$ cat src/rtl/lrm_pkg.sv
package lrm_pkg;

    typedef enum logic [2:0] {
        ST_INIT  = 3'd0,
        ST_IDLE  = 3'd1,
        ST_FIRE  = 3'd2,
        ST_COUNT = 3'd3,
        ST_STORE = 3'd4
    } lrm_state_e;

    typedef struct packed {
        logic res_clr;
        logic res_ld;
        logic cnt_clr;
        logic cnt_en;
        logic laser;
    } lrm_ctl_t;

endpackage

$ cat src/rtl/lrm_ctrl.sv
module lrm_ctrl
    import lrm_pkg::*;
(
    input  logic       clk,
    input  logic       rst,
    input  logic       btn,
    input  logic       echo,
    output lrm_ctl_t   ctl,
    output lrm_state_e state
);

    typedef struct packed {
        lrm_state_e st;
    } ctrl_regs_t;

    ctrl_regs_t r_d, r_q;

    // next-state logic
    always_comb begin
        r_d = r_q;
        unique case (r_q.st)
            ST_INIT:  r_d.st = ST_IDLE;
            ST_IDLE:  r_d.st = btn ? ST_FIRE : ST_IDLE;
            ST_FIRE:  r_d.st = ST_COUNT;
            ST_COUNT: r_d.st = echo ? ST_STORE : ST_COUNT;
            ST_STORE: r_d.st = ST_IDLE;
            default:  r_d.st = ST_INIT;
        endcase
    end

    // Moore strobes; anything not named is 0
    always_comb begin
        ctl = '0;
        unique case (r_q.st)
            ST_INIT:  ctl.res_clr = 1'b1;
            ST_IDLE:  ctl.cnt_clr = 1'b1;
            ST_FIRE:  ctl.laser   = 1'b1;
            ST_COUNT: ctl.cnt_en  = 1'b1;
            ST_STORE: ctl.res_ld  = 1'b1;
            default:  ctl         = '0;
        endcase
    end

    always_ff @(posedge clk) begin
        if (rst) r_q <= '{st: ST_INIT};
        else     r_q <= r_d;
    end

    assign state = r_q.st;

endmodule

$ cat src/rtl/lrm_counter.sv
module lrm_counter #(
    parameter int unsigned W = 16
) (
    input  logic         clk,
    input  logic         rst,
    input  logic         clr,
    input  logic         en,
    output logic [W-1:0] cnt
);

    localparam logic [W-1:0] ONE = {{(W-1){1'b0}}, 1'b1};

    typedef struct packed {
        logic [W-1:0] cnt;
    } cnt_regs_t;

    cnt_regs_t r_d, r_q;

    // wraps naturally at all-ones
    always_comb begin
        r_d = r_q;
        if (clr)     r_d.cnt = '0;
        else if (en) r_d.cnt = r_q.cnt + ONE;
    end

    always_ff @(posedge clk) begin
        if (rst) r_q <= '0;
        else     r_q <= r_d;
    end

    assign cnt = r_q.cnt;

endmodule

$ cat src/rtl/lrm_result.sv
module lrm_result #(
    parameter int unsigned W = 16
) (
    input  logic         clk,
    input  logic         rst,
    input  logic         clr,
    input  logic         ld,
    input  logic [W-1:0] din,
    output logic [W-1:0] q
);

    typedef struct packed {
        logic [W-1:0] val;
    } res_regs_t;

    res_regs_t r_d, r_q;
    logic [W-1:0] half;

    // round trip to one-way: drop the LSB
    assign half = {1'b0, din[W-1:1]};

    always_comb begin
        r_d = r_q;
        if (clr)     r_d.val = '0;
        else if (ld) r_d.val = half;
    end

    always_ff @(posedge clk) begin
        if (rst) r_q <= '0;
        else     r_q <= r_d;
    end

    assign q = r_q.val;

endmodule

$ cat src/rtl/laser_range_top.sv
module laser_range_top
    import lrm_pkg::*;
#(
    parameter int unsigned DIST_W = 16
) (
    input  logic              clk,
    input  logic              rst,
    input  logic              btn_i,
    input  logic              echo_i,
    output logic              laser_o,
    output logic [DIST_W-1:0] dist_o
);

    lrm_ctl_t          ctl_w;
    lrm_state_e        state_w;
    logic [DIST_W-1:0] count_w;

    lrm_ctrl u_ctrl (
        .clk   (clk),
        .rst   (rst),
        .btn   (btn_i),
        .echo  (echo_i),
        .ctl   (ctl_w),
        .state (state_w)
    );

    lrm_counter #(.W(DIST_W)) u_cnt (
        .clk (clk),
        .rst (rst),
        .clr (ctl_w.cnt_clr),
        .en  (ctl_w.cnt_en),
        .cnt (count_w)
    );

    lrm_result #(.W(DIST_W)) u_res (
        .clk (clk),
        .rst (rst),
        .clr (ctl_w.res_clr),
        .ld  (ctl_w.res_ld),
        .din (count_w),
        .q   (dist_o)
    );

    assign laser_o = ctl_w.laser;

endmodule

$ cat config.mk
export PLATFORM = sky130hd
export DESIGN_NAME = laser_range_top
export DESIGN_NICKNAME = d
export VERILOG_FILES = /design/src/rtl/lrm_pkg.sv /design/src/rtl/lrm_ctrl.sv /design/src/rtl/lrm_counter.sv /design/src/rtl/lrm_result.sv /design/src/rtl/laser_range_top.sv
export SDC_FILE = /design/constraint.sdc
export NUM_CORES = 1
export LEC_CHECK = 0
export BUFFER_PORTS_ARGS = -buffer_cell sky130_fd_sc_hd__buf_2
export CAP_MARGIN = 20
export CORE_MARGIN = 1
export CORE_UTILIZATION = 40
export CTS_CLUSTER_DIAMETER = 50
export DETAILED_ROUTE_END_ITERATION = 16
export PLACE_DENSITY_LB_ADDON = 0.25
export SLEW_MARGIN = 20
export SYNTH_ARGS = -nofsm -noshare
export SYNTH_HDL_FRONTEND = slang
export SYNTH_SLANG_ARGS = --single-unit
$ cat constraint.sdc
create_clock -name clk -period 3.1 [get_ports clk]
set_clock_uncertainty 0.15 [all_clocks]
set_input_delay 0.62 -clock clk [delete_from_list [all_inputs] [get_ports clk]]
set_output_delay 0.62 -clock clk [all_outputs]
set_load 0.05 [all_outputs]
==> metrics.log, run 1 <==
[metrics] result of the run: complete, no violations
[metrics] count leader, synth: sky130_fd_sc_hd__dfxtp_1
[metrics] fraction of layout cells with a size suffix above 1: 17.2%
[metrics] DRT Pass-1 Iters: 4
[metrics] share of the synthesized area in compound gates (AO/OA/AOI/OAI): 13.1%
[metrics] final count of hold timing violations: 0
[metrics] top cells by area, synth: sky130_fd_sc_hd__dfxtp_1 (45%), sky130_fd_sc_hd__nor2_1 (7.1%), sky130_fd_sc_hd__a31oi_1 (5.3%), sky130_fd_sc_hd__nor2b_1 (5.3%), sky130_fd_sc_hd__a21oi_1 (4.3%)
[metrics] nets in the synthesized netlist: 182
[metrics] site row count: 22
[metrics] type of origin of the critical path: flip-flop
[metrics] number of fill cells: 358
[metrics] initial antenna violation count: 0
[metrics] share of synthesized cell area in and, or, nand and nor gates: 30.5%
[metrics] core utilization of the finished layout: 46.2%
[metrics] most instantiated cells after synthesis: sky130_fd_sc_hd__dfxtp_1 (34), sky130_fd_sc_hd__nor2_1 (29), sky130_fd_sc_hd__a21oi_1 (13), sky130_fd_sc_hd__a31oi_1 (13), sky130_fd_sc_hd__nor2b_1 (13)
[metrics] wire length of the first global-routing pass: 5.04 mm
[metrics] number of pins exceeding their max-slew limit in the final report: 0
[metrics] pin count of the biggest net entering global routing: 29
[metrics] achievable clock frequency: 441 MHz
[metrics] clock root buffer master: sky130_fd_sc_hd__clkbuf_8
[metrics] cell type with the largest total area after synthesis: sky130_fd_sc_hd__dfxtp_1
[metrics] crit path time final: 2270 ps
[metrics] share of the synthesized netlist area taken by xor and xnor gates: 4.02%
[metrics] Post-Route Setup TNS: 0 ps
[metrics] Crit Path Class: reg -> reg
[metrics] Total Routing Usage GR: 16.1%
[metrics] average size of a mapped cell: 8.61 µm²
[metrics] TritonCTS clock tree: built
[metrics] number of inserted diodes: 0
[metrics] area of the placeable core: 3660 µm²
[metrics] final wirelength: 2.85 mm
[metrics] effective utilization at floorplan: 41.6%
[metrics] count of state elements after synthesis: 34
[metrics] clock input transition at the sequential cells of the worst setup and hold paths: 70 ps
[metrics] clock latency reported for the late side of the worst-skew pair: 280 ps
[metrics] number of hold buffers added after CTS: 0
[metrics] Post-Synth Adder-Cell Area: 0.821%
[metrics] routability congestion estimate from global placement: 0.859
[metrics] Port-buffer cells: 19
[metrics] Layout Area Growth over Synthesis: 11.0%
[metrics] leakage power: 0.661 nW
[metrics] Clock Sinks: 34
[metrics] critical path fanouts, max: 22
[metrics] CTS HTree Levels: 2
[metrics] vias post-DR: 1248
[metrics] required time of the critical path: 3110 ps
[metrics] detailed-placement wirelength estimate: 2.02 mm
[metrics] post-synthesis instance area: 1520 µm²
[metrics] portion of netlist area occupied by mux cells: 0.739%
[metrics] Inserted Clock Buffers: 5
[metrics] async set-reset flop share out of synthesis: 0%
[metrics] power density over the cells: 484 nW/µm²
[metrics] total setup buffers inserted after CTS: 0
[metrics] final setup violation count: 0
[metrics] count of distinct cell types in the synthesized netlist: 35
[metrics] type of the tightest min-delay check: reg -> reg
[metrics] total power of the final layout: 819 µW
[metrics] global route total overflow: 0
[metrics] total instance count after detailed placement: 232
[metrics] max-cap violations: 0
[metrics] Peak VDD IR: 0.147 mV
[metrics] Resize count post-CTS: 0
[metrics] post-route ant nets: 0
[metrics] area share of the largest cell type after synthesis: 44.7%
[metrics] final cell count without fillers: 240
[metrics] drt via density: 5.20
[metrics] overall die width: 63.7 µm
[metrics] DR DRC count: 0
[metrics] sequential cell area fraction in the yosys report: 44.7%
[metrics] fin crit share: 73.2%
[metrics] num ports: 21
[metrics] mean routed wirelength per cell: 11.9 µm
[metrics] number of instances in the synthesized netlist: 177
[metrics] nets: 196
[metrics] overall die height: 63.7 µm
[metrics] endpoint class of the critical path: flip-flop
[metrics] via count of the first global-routing pass: 1097
[metrics] Slew @ Worst Pin: 982 ps
[metrics] Starting DRT DRC Count: 122
[metrics] data arrival time of the critical path: 2280 ps
[metrics] die area: 4060 µm²
[metrics] Clock Path Buffers: 2
[metrics] Slew HR: 34.5%
[metrics] number of enable flip-flop cells after synthesis: 0
[metrics] YS warnings: 0
[metrics] Primary FF master, synth: sky130_fd_sc_hd__dfxtp_1
[metrics] setup repair after global routing missed its margin: false
[metrics] dominant combinational cell family by area after synthesis: simple AND/OR/NAND/NOR gates
[per-stage QoR]
step	hold slack, ps	instance area [µm²]	worst slack, ps
floorplan	303	1520	569
global placement	318	1600	934
detailed placement	320	1600	872
finish	335	1690	830
global route	397	1690	609
CTS	334	1690	846
[cells by family after synthesis]
group	Yosys count
flip-flops	34
AND/OR/NAND/NOR	82
buffers and inverters	15
AO/OA/AOI/OAI	36
multiplexers	1
XOR/XNOR	7
adder cells (fa/ha/maj)	1
other	1
[report_power, final]
| part | switching (mW) | internal (mW) | total [mW] |
|---|---|---|---|
| clock | 0.150 | 0.179 | 0.329 |
| sequential | 0.00757 | 0.440 | 0.447 |
| combinational | 0.0335 | 0.00840 | 0.0419 |
| total | 0.192 | 0.627 | 0.819 |
[sequential cells by signal (all words and copies together) (netlist names)]
name,count
u_ctrl.state,3
u_cnt.cnt,16
u_res.q,15
[placed cells by master (no fill, tap or decap), drive strengths merged, types with 4 or more instances in the layout]
cell type,instances
xnor2,4
nand4,5
a31oi,13
dfxtp,34
a21oi,13
buf,19
nor2,30
nor2b,13
o21ai,9
nand3,7
or3,4
clkbuf,7
nand2,5
[layout make-up]
type                    count  area [µm²]  share of cell area [%]
inverters                   3        11.3                   0.666
multi-input cells         128         753                    44.5
repair buffers             19        95.1                    5.62
flip-flops and latches     34         681                    40.2
well taps                  48        60.1                    3.55
clock buffers               7        86.3                    5.10
clock inverters             1        5.00                   0.296
[critical path: stages (launching register included)]
cell and delay [ps]:
sky130_fd_sc_hd__dfxtp_1 530, sky130_fd_sc_hd__nand2b_1 310, sky130_fd_sc_hd__o21bai_1 790, sky130_fd_sc_hd__nor2_1 80
sky130_fd_sc_hd__mux2_2 280
[per-layer routing]
layer | track usage (%) | vias up | share of wire (%)
li1 | - | 641 | -
met3 | 5.62 | 2 | 5.3
met5 | 0 | - | 0
met4 | 5.97 | 0 | 0.67
met1 | 21.2 | 575 | 49
met2 | 24.1 | 30 | 45
[worst paths after layout]
kind                              startpoint                   endpoint  slack, ps  cells past startpoint
setup / recovery  u_ctrl.state[2]$_SDFF_PP0_  u_cnt.cnt[9]$_SDFFE_PP0N_        830                      4
hold / removal      u_res.q[14]$_SDFFE_PP0N_   u_res.q[14]$_SDFFE_PP0N_        330                      2
hold reg to reg     u_res.q[14]$_SDFFE_PP0N_   u_res.q[14]$_SDFFE_PP0N_        330                      2
setup reg to reg  u_ctrl.state[2]$_SDFF_PP0_  u_cnt.cnt[9]$_SDFFE_PP0N_        830                      4
Power figures use the tool's default switching activity.
==> run 2, diff against run 1 <==
==> constraint.sdc (replaced) <==
create_clock -name clk -period 2.2 [get_ports clk]
set_clock_uncertainty 0.15 [all_clocks]
set_input_delay 0.44 -clock clk [delete_from_list [all_inputs] [get_ports clk]]
set_output_delay 0.44 -clock clk [all_outputs]
set_load 0.05 [all_outputs]
==> run 2 against run 1 <==
Critical path depth down 1. Final area up 1.6%. Highest routed layer unchanged. Sequential power rose by 41%. Final cell count grew 1.3%. Global-route usage unchanged. Register-to-register slack worse by 500 ps.
==> metrics.log, run 2 (same netlist as run 1, synthesis figures left out) <==
[metrics] number of pins exceeding their max-slew limit in the final report: 0 (unchanged)
[metrics] result of the run: complete, no violations (unchanged)
[metrics] Clock Path Buffers: 2 (unchanged)
[metrics] Port-buffer cells: 19 (unchanged)
[metrics] drt via density: 5.05 (was 5.20)
[metrics] endpoint class of the critical path: output pin (was flip-flop)
[metrics] Total Routing Usage GR: 16.1% (unchanged)
[metrics] Layout Area Growth over Synthesis: 12.8% (was 11.0%)
[metrics] clock root buffer master: sky130_fd_sc_hd__clkbuf_8 (unchanged)
[metrics] R2R depth: 4 (unchanged)
[metrics] global route total overflow: 0 (unchanged)
[metrics] area of the placeable core: 3660 µm² (unchanged)
[metrics] fin crit share: 90.5%
[metrics] site row count: 22 (unchanged)
[metrics] pin count of the biggest net entering global routing: 29 (unchanged)
[metrics] total power of the final layout: 1.15 mW (was 819 µW)
[metrics] crit path time final: 1990 ps
[metrics] effective utilization at floorplan: 41.6% (unchanged)
[metrics] max FFs per register: 16 (unchanged)
[metrics] Clock Sinks: 34 (unchanged)
[metrics] power density over the cells: 672 nW/µm² (was 484 nW/µm²)
[metrics] worst-case register-to-register setup slack: 330 ps (was 830 ps)
[metrics] mean routed wirelength per cell: 12.2 µm (was 11.9 µm)
[metrics] critical path cell sequence: inv_1 > nor3_2 > buf_2 (was nand2b_1 > o21bai_1 > nor2_1 > mux2_2)
[metrics] die area: 4060 µm² (unchanged)
[metrics] Crit Path Class: reg -> out (was reg -> reg)
[metrics] DR DRC count: 0 (unchanged)
[metrics] Inserted Clock Buffers: 5 (unchanged)
[metrics] vias post-DR: 1227 (was 1248)
[metrics] via count of the first global-routing pass: 1145 (was 1097)
[metrics] initial antenna violation count: 0 (unchanged)
[metrics] number of hold buffers added after CTS: 0 (unchanged)
[metrics] Resize count post-CTS: 0 (unchanged)
[metrics] num ports: 21 (unchanged)
[metrics] Reg2Reg Launch Point: u_ctrl.state[0]$_SDFF_PP0_ (was u_ctrl.state[2]$_SDFF_PP0_)
[metrics] data arrival time of the critical path: 1400 ps (was 2280 ps)
[metrics] setup repair after global routing missed its margin: false (unchanged)
[metrics] critical path fanouts, max: 11 (was 22)
[metrics] most frequent standard cell in the layout excluding fill and tap cells: sky130_fd_sc_hd__dfxtp_1 (unchanged)
[metrics] final wirelength: 2.96 mm (was 2.85 mm)
[metrics] DRT Pass-1 Iters: 4 (unchanged)
[metrics] source of the worst hold timing path: echo_i (was u_res.q[14]$_SDFFE_PP0N_)
[metrics] fraction of layout cells with a size suffix above 1: 19.0% (was 17.2%)
[metrics] Reg-to-Reg End: u_cnt.cnt[12]$_SDFFE_PP0N_ (was u_cnt.cnt[9]$_SDFFE_PP0N_)
[metrics] Starting DRT DRC Count: 69 (was 122)
[metrics] cell with the largest stage delay on the worst path: sky130_fd_sc_hd__dfxtp_1 (was sky130_fd_sc_hd__o21bai_1)
[metrics] destination of the worst hold path: u_ctrl.state[2]$_SDFF_PP0_ (was u_res.q[14]$_SDFFE_PP0N_)
[metrics] max-cap violations: 0 (unchanged)
[metrics] TritonCTS clock tree: built (unchanged)
[metrics] wire length of the first global-routing pass: 5.08 mm (was 5.04 mm)
[metrics] final setup violation count: 0 (unchanged)
[metrics] final count of hold timing violations: 0 (unchanged)
[metrics] post-route ant nets: 0 (unchanged)
[metrics] Largest stage delay, worst path: 520 ps (was 790 ps)
[metrics] clock latency reported for the late side of the worst-skew pair: 270 ps (was 280 ps)
[metrics] achievable clock frequency: 502 MHz
[metrics] number of cells on the worst hold path: 2 (unchanged)
[metrics] Post-Route Setup TNS: 0 ps (unchanged)
[metrics] overall die height: 63.7 µm (unchanged)
[metrics] type of origin of the critical path: flip-flop (unchanged)
[metrics] CTS HTree Levels: 2 (unchanged)
[metrics] type of the tightest min-delay check: in -> reg (was reg -> reg)
[metrics] clock input transition at the sequential cells of the worst setup and hold paths: 60 ps (was 70 ps)
[metrics] leakage power: 0.676 nW (was 0.661 nW)
[metrics] required time of the critical path: 1610 ps (was 3110 ps)
[metrics] Peak VDD IR: 0.235 mV (was 0.147 mV)
[metrics] commonest cells after routing, fill and taps aside: sky130_fd_sc_hd__dfxtp_1 (34), sky130_fd_sc_hd__nor2_1 (29), sky130_fd_sc_hd__buf_2 (19) (unchanged)
[metrics] nets: 199 (was 196)
[metrics] total setup buffers inserted after CTS: 0 (unchanged)
[metrics] detailed-placement wirelength estimate: 2.16 mm (was 2.02 mm)
[metrics] overall die width: 63.7 µm (unchanged)
[metrics] number of inserted diodes: 0 (unchanged)
[metrics] routability congestion estimate from global placement: 0.828 (was 0.859)
==> run 2: worst max-delay path: cells and delay by family (launching register included) <==
| kind | cells | cell delay [ps] |
|---|---|---|
| flip-flops | 1 | 520 |
| buffers and inverters | 2 | 430 |
| AND/OR/NAND/NOR | 1 | 180 |
==> run 2: metal layers <==
metal / share of wire, % / up-vias / GRT usage, %
li1: - / 645 / -
met1: 49 / 563 / 20.2
met2: 47 / 15 / 25.8
met3: 2.7 / 4 / 3.26
met4: 1.3 / 0 / 8.52
met5: 0 / - / 0
==> run 2: layout make-up <==
type                       count  area (µm²)
clock inverter                 1        5.00
tap                           48        60.1
timing repair buffer          22         118
multi-input combinational    128         758
fill                         370        1940
sequential                    34         681
clock buffer                   7        86.3
inverter                       3        11.3
==> run 2: worst max path at each step <==
stage                                from                         end  slack (ps)  cells after the start
3_5_place_dp   u_ctrl.state[0]$_SDFF_PP0_  u_cnt.cnt[12]$_SDFFE_PP0N_         360                      4
6_report       u_ctrl.state[1]$_SDFF_PP0_                     laser_o         210                      3
5_1_grt        u_ctrl.state[1]$_SDFF_PP0_                     laser_o         130                      3
3_3_place_gp   u_ctrl.state[0]$_SDFF_PP0_  u_cnt.cnt[12]$_SDFFE_PP0N_         430                      4
4_1_cts        u_ctrl.state[1]$_SDFF_PP0_                     laser_o         210                      3
2_1_floorplan  u_ctrl.state[2]$_SDFF_PP0_                     laser_o         270                      3
==> run 2: stage by stage <==
step | cells | worst slack, ps | hold WS, ps | util, % | instance area [µm²]
6_report | 243 | 208 | 307 | 47.0 | 1720
5_1_grt | 243 | 132 | 293 | 47.0 | 1720
4_1_cts | 243 | 214 | 296 | 47.0 | 1720
3_5_place_dp | 235 | 358 | 323 | 44.5 | 1630
3_3_place_gp | 235 | 435 | 329 | 44.5 | 1630
2_1_floorplan | 177 | 275 | 303 | - | 1530
==> run 2: where the power goes <==
part | internal, mW | total (mW) | leakage, nW | switching (mW)
sequential | 0.620 | 0.630 | 0.274 | 0.0101
combinational | 0.0172 | 0.0678 | 0.354 | 0.0506
clock | 0.252 | 0.457 | 0.0482 | 0.205
==> run 3, diff against run 2 <==
--- a/config.mk
+++ b/config.mk
@@ -9,6 +9,7 @@
 export CAP_MARGIN = 20
 export CORE_MARGIN = 1
 export CORE_UTILIZATION = 40
+export CTS_BUF_LIST = sky130_fd_sc_hd__clkbuf_16
 export CTS_CLUSTER_DIAMETER = 50
 export DETAILED_ROUTE_END_ITERATION = 16
 export PLACE_DENSITY_LB_ADDON = 0.25
==> run 3 against run 2 <==
Clock power increased by 41%. Die area is the same. Final area up 2.7%. Sequential cell count stayed put. Critical path type unchanged. Non-clock buffer count unchanged. Critical path depth unchanged. Wire length up 4.1%. Maximum frequency decreased by 0.20%. Final cell count stayed put. Count of clock-buffer cells in the layout down 2.
==> metrics.log, run 3 (same netlist as run 1, synthesis figures left out) <==
[metrics] DRT Pass-1 Iters: 4 (unchanged)
[metrics] number of cells on the worst hold path: 2 (unchanged)
[metrics] num ports: 21 (unchanged)
[metrics] number of hold buffers added after CTS: 0 (unchanged)
[metrics] pin count of the biggest net entering global routing: 29 (unchanged)
[metrics] result of the run: complete, no violations (unchanged)
[metrics] type of origin of the critical path: flip-flop (unchanged)
[metrics] setup repair after global routing missed its margin: false (unchanged)
[metrics] DR DRC count: 0 (unchanged)
[metrics] Crit Path Class: reg -> out (unchanged)
[metrics] Layout Area Growth over Synthesis: 15.8% (was 12.8%)
[metrics] commonest cells after routing, fill and taps aside: sky130_fd_sc_hd__dfxtp_1 (34), sky130_fd_sc_hd__nor2_1 (29), sky130_fd_sc_hd__buf_2 (19) (unchanged)
[metrics] total setup buffers inserted after CTS: 0 (unchanged)
[metrics] fin crit share: 90.7% (was 90.5%)
[metrics] most frequent standard cell in the layout excluding fill and tap cells: sky130_fd_sc_hd__dfxtp_1 (unchanged)
[metrics] Inserted Clock Buffers: 5 (unchanged)
[metrics] critical path cell sequence: inv_1 > nor3_2 > buf_2 (unchanged)
[metrics] core utilization of the finished layout: 48.2% (was 47.0%)
[metrics] required time of the critical path: 1610 ps (about the same)
[metrics] CTS HTree Levels: 2 (unchanged)
[metrics] type of the tightest min-delay check: in -> reg (unchanged)
[metrics] clock input transition at the sequential cells of the worst setup and hold paths: 50 ps (was 60 ps)
[metrics] clock latency reported for the late side of the worst-skew pair: 270 ps (about the same)
[metrics] overall die width: 63.7 µm (unchanged)
[metrics] R2R depth: 4 (unchanged)
[metrics] final wirelength: 3.08 mm (was 2.96 mm)
[metrics] max-cap violations: 0 (unchanged)
[metrics] mean routed wirelength per cell: 12.7 µm (was 12.2 µm)
[metrics] crit path time final: 2000 ps (was 1990 ps)
[metrics] critical path fanouts, max: 11 (unchanged)
[metrics] die area: 4060 µm² (unchanged)
[metrics] endpoint class of the critical path: output pin (unchanged)
[metrics] number of pins exceeding their max-slew limit in the final report: 0 (unchanged)
[metrics] detailed-placement wirelength estimate: 2.16 mm (unchanged)
[metrics] data arrival time of the critical path: 1410 ps (was 1400 ps)
[metrics] initial antenna violation count: 0 (unchanged)
[metrics] post-route cell area: 1770 µm² (was 1720 µm²)
[metrics] Resize count post-CTS: 0 (unchanged)
[metrics] achievable clock frequency: 501 MHz (was 502 MHz)
[metrics] Total Routing Usage GR: 16.9% (was 16.1%)
[metrics] nets: 199 (unchanged)
[metrics] post-route ant nets: 0 (unchanged)
[metrics] worst-case register-to-register setup slack: 330 ps (about the same)
[metrics] Post-Route Setup TNS: 0 ps (unchanged)
[metrics] TritonCTS clock tree: built (unchanged)
[metrics] cell with the largest stage delay on the worst path: sky130_fd_sc_hd__dfxtp_1 (unchanged)
[metrics] Peak VDD IR: 0.270 mV (was 0.235 mV)
[metrics] via count of the first global-routing pass: 1151 (was 1145)
[metrics] effective utilization at floorplan: 41.6% (unchanged)
[metrics] vias post-DR: 1272 (was 1227)
[metrics] routability congestion estimate from global placement: 0.828 (unchanged)
[metrics] global route total overflow: 0 (unchanged)
[metrics] leakage power: 0.701 nW (was 0.676 nW)
[metrics] clock root buffer master: sky130_fd_sc_hd__clkbuf_16 (was sky130_fd_sc_hd__clkbuf_8)
[metrics] power density over the cells: 761 nW/µm² (was 672 nW/µm²)
[metrics] Post-DP Area: 1630 µm² (unchanged)
[metrics] final count of hold timing violations: 0 (unchanged)
[metrics] site row count: 22 (unchanged)
[metrics] Largest stage delay, worst path: 520 ps (about the same)
[metrics] area of the placeable core: 3660 µm² (unchanged)
[metrics] wire length of the first global-routing pass: 5.20 mm (was 5.08 mm)
[metrics] Port-buffer cells: 19 (unchanged)
[metrics] Starting DRT DRC Count: 68 (was 69)
[metrics] final setup violation count: 0 (unchanged)
[metrics] Clock Path Buffers: 2 (unchanged)
[metrics] drt via density: 5.23 (was 5.05)
[metrics] overall die height: 63.7 µm (unchanged)
[metrics] fraction of layout cells with a size suffix above 1: 18.5% (was 19.0%)
[metrics] number of inserted diodes: 0 (unchanged)
[metrics] Clock Sinks: 34 (unchanged)
[metrics] max FFs per register: 16 (unchanged)
[run 3: cell count changes in the layout (fill, tap and decap cells not counted), sizes merged]
cell,previous run,this run
clkinv,1,2
clkbuf,7,5
inv,3,4
[run 3: final cells by class]
class / count / area (µm²)
fillers: 358 / 1900
repair buffers: 22 / 118
flip-flops and latches: 34 / 681
well taps: 48 / 60.1
clock inverters: 3 / 12.5
multi-input cells: 128 / 758
clock buffers: 5 / 125
inverters: 3 / 11.3
[run 3: critical path, delay by kind of cell, from the launching register on]
kind	cells	cell delay [ps]
DFF	1	520
and+or+nand+nor	1	180
buffers and inverters	2	440
[run 3: power by group]
part	internal, mW	switching, mW	total, mW	leakage [nW]
clock	0.408	0.236	0.643	0.0724
sequential	0.621	0.0102	0.631	0.274
combinational	0.0172	0.0519	0.0691	0.354
total	1.05	0.298	1.34	0.701
[run 3: through the flow]
stage	cells	hold WS, ps	power, mW	setup slack (ps)
3_3_place_gp	235	329	0.709	435
2_1_floorplan	177	303	0.702	275
5_1_grt	243	302	1.40	144
4_1_cts	243	302	1.36	217
3_5_place_dp	235	323	0.711	358
6_report	243	310	1.34	204
[run 3: final timing paths]
| check | endpoint | startpoint |
|---|---|---|
| hold reg to reg | u_res.q[13]$_SDFFE_PP0N_ | u_res.q[13]$_SDFFE_PP0N_ |
| hold / removal | u_ctrl.state[2]$_SDFF_PP0_ | echo_i |
| setup reg to reg | u_cnt.cnt[12]$_SDFFE_PP0N_ | u_ctrl.state[0]$_SDFF_PP0_ |
| setup / recovery | laser_o | u_ctrl.state[1]$_SDFF_PP0_ |
[run 3: layer usage]
layer	share of wire (%)	up-vias	track usage, %
li1	-	649	-
met1	47	586	20.5
met2	46	32	26.7
met3	4.4	5	5.43
met4	2.0	0	8.52
met5	0	-	0
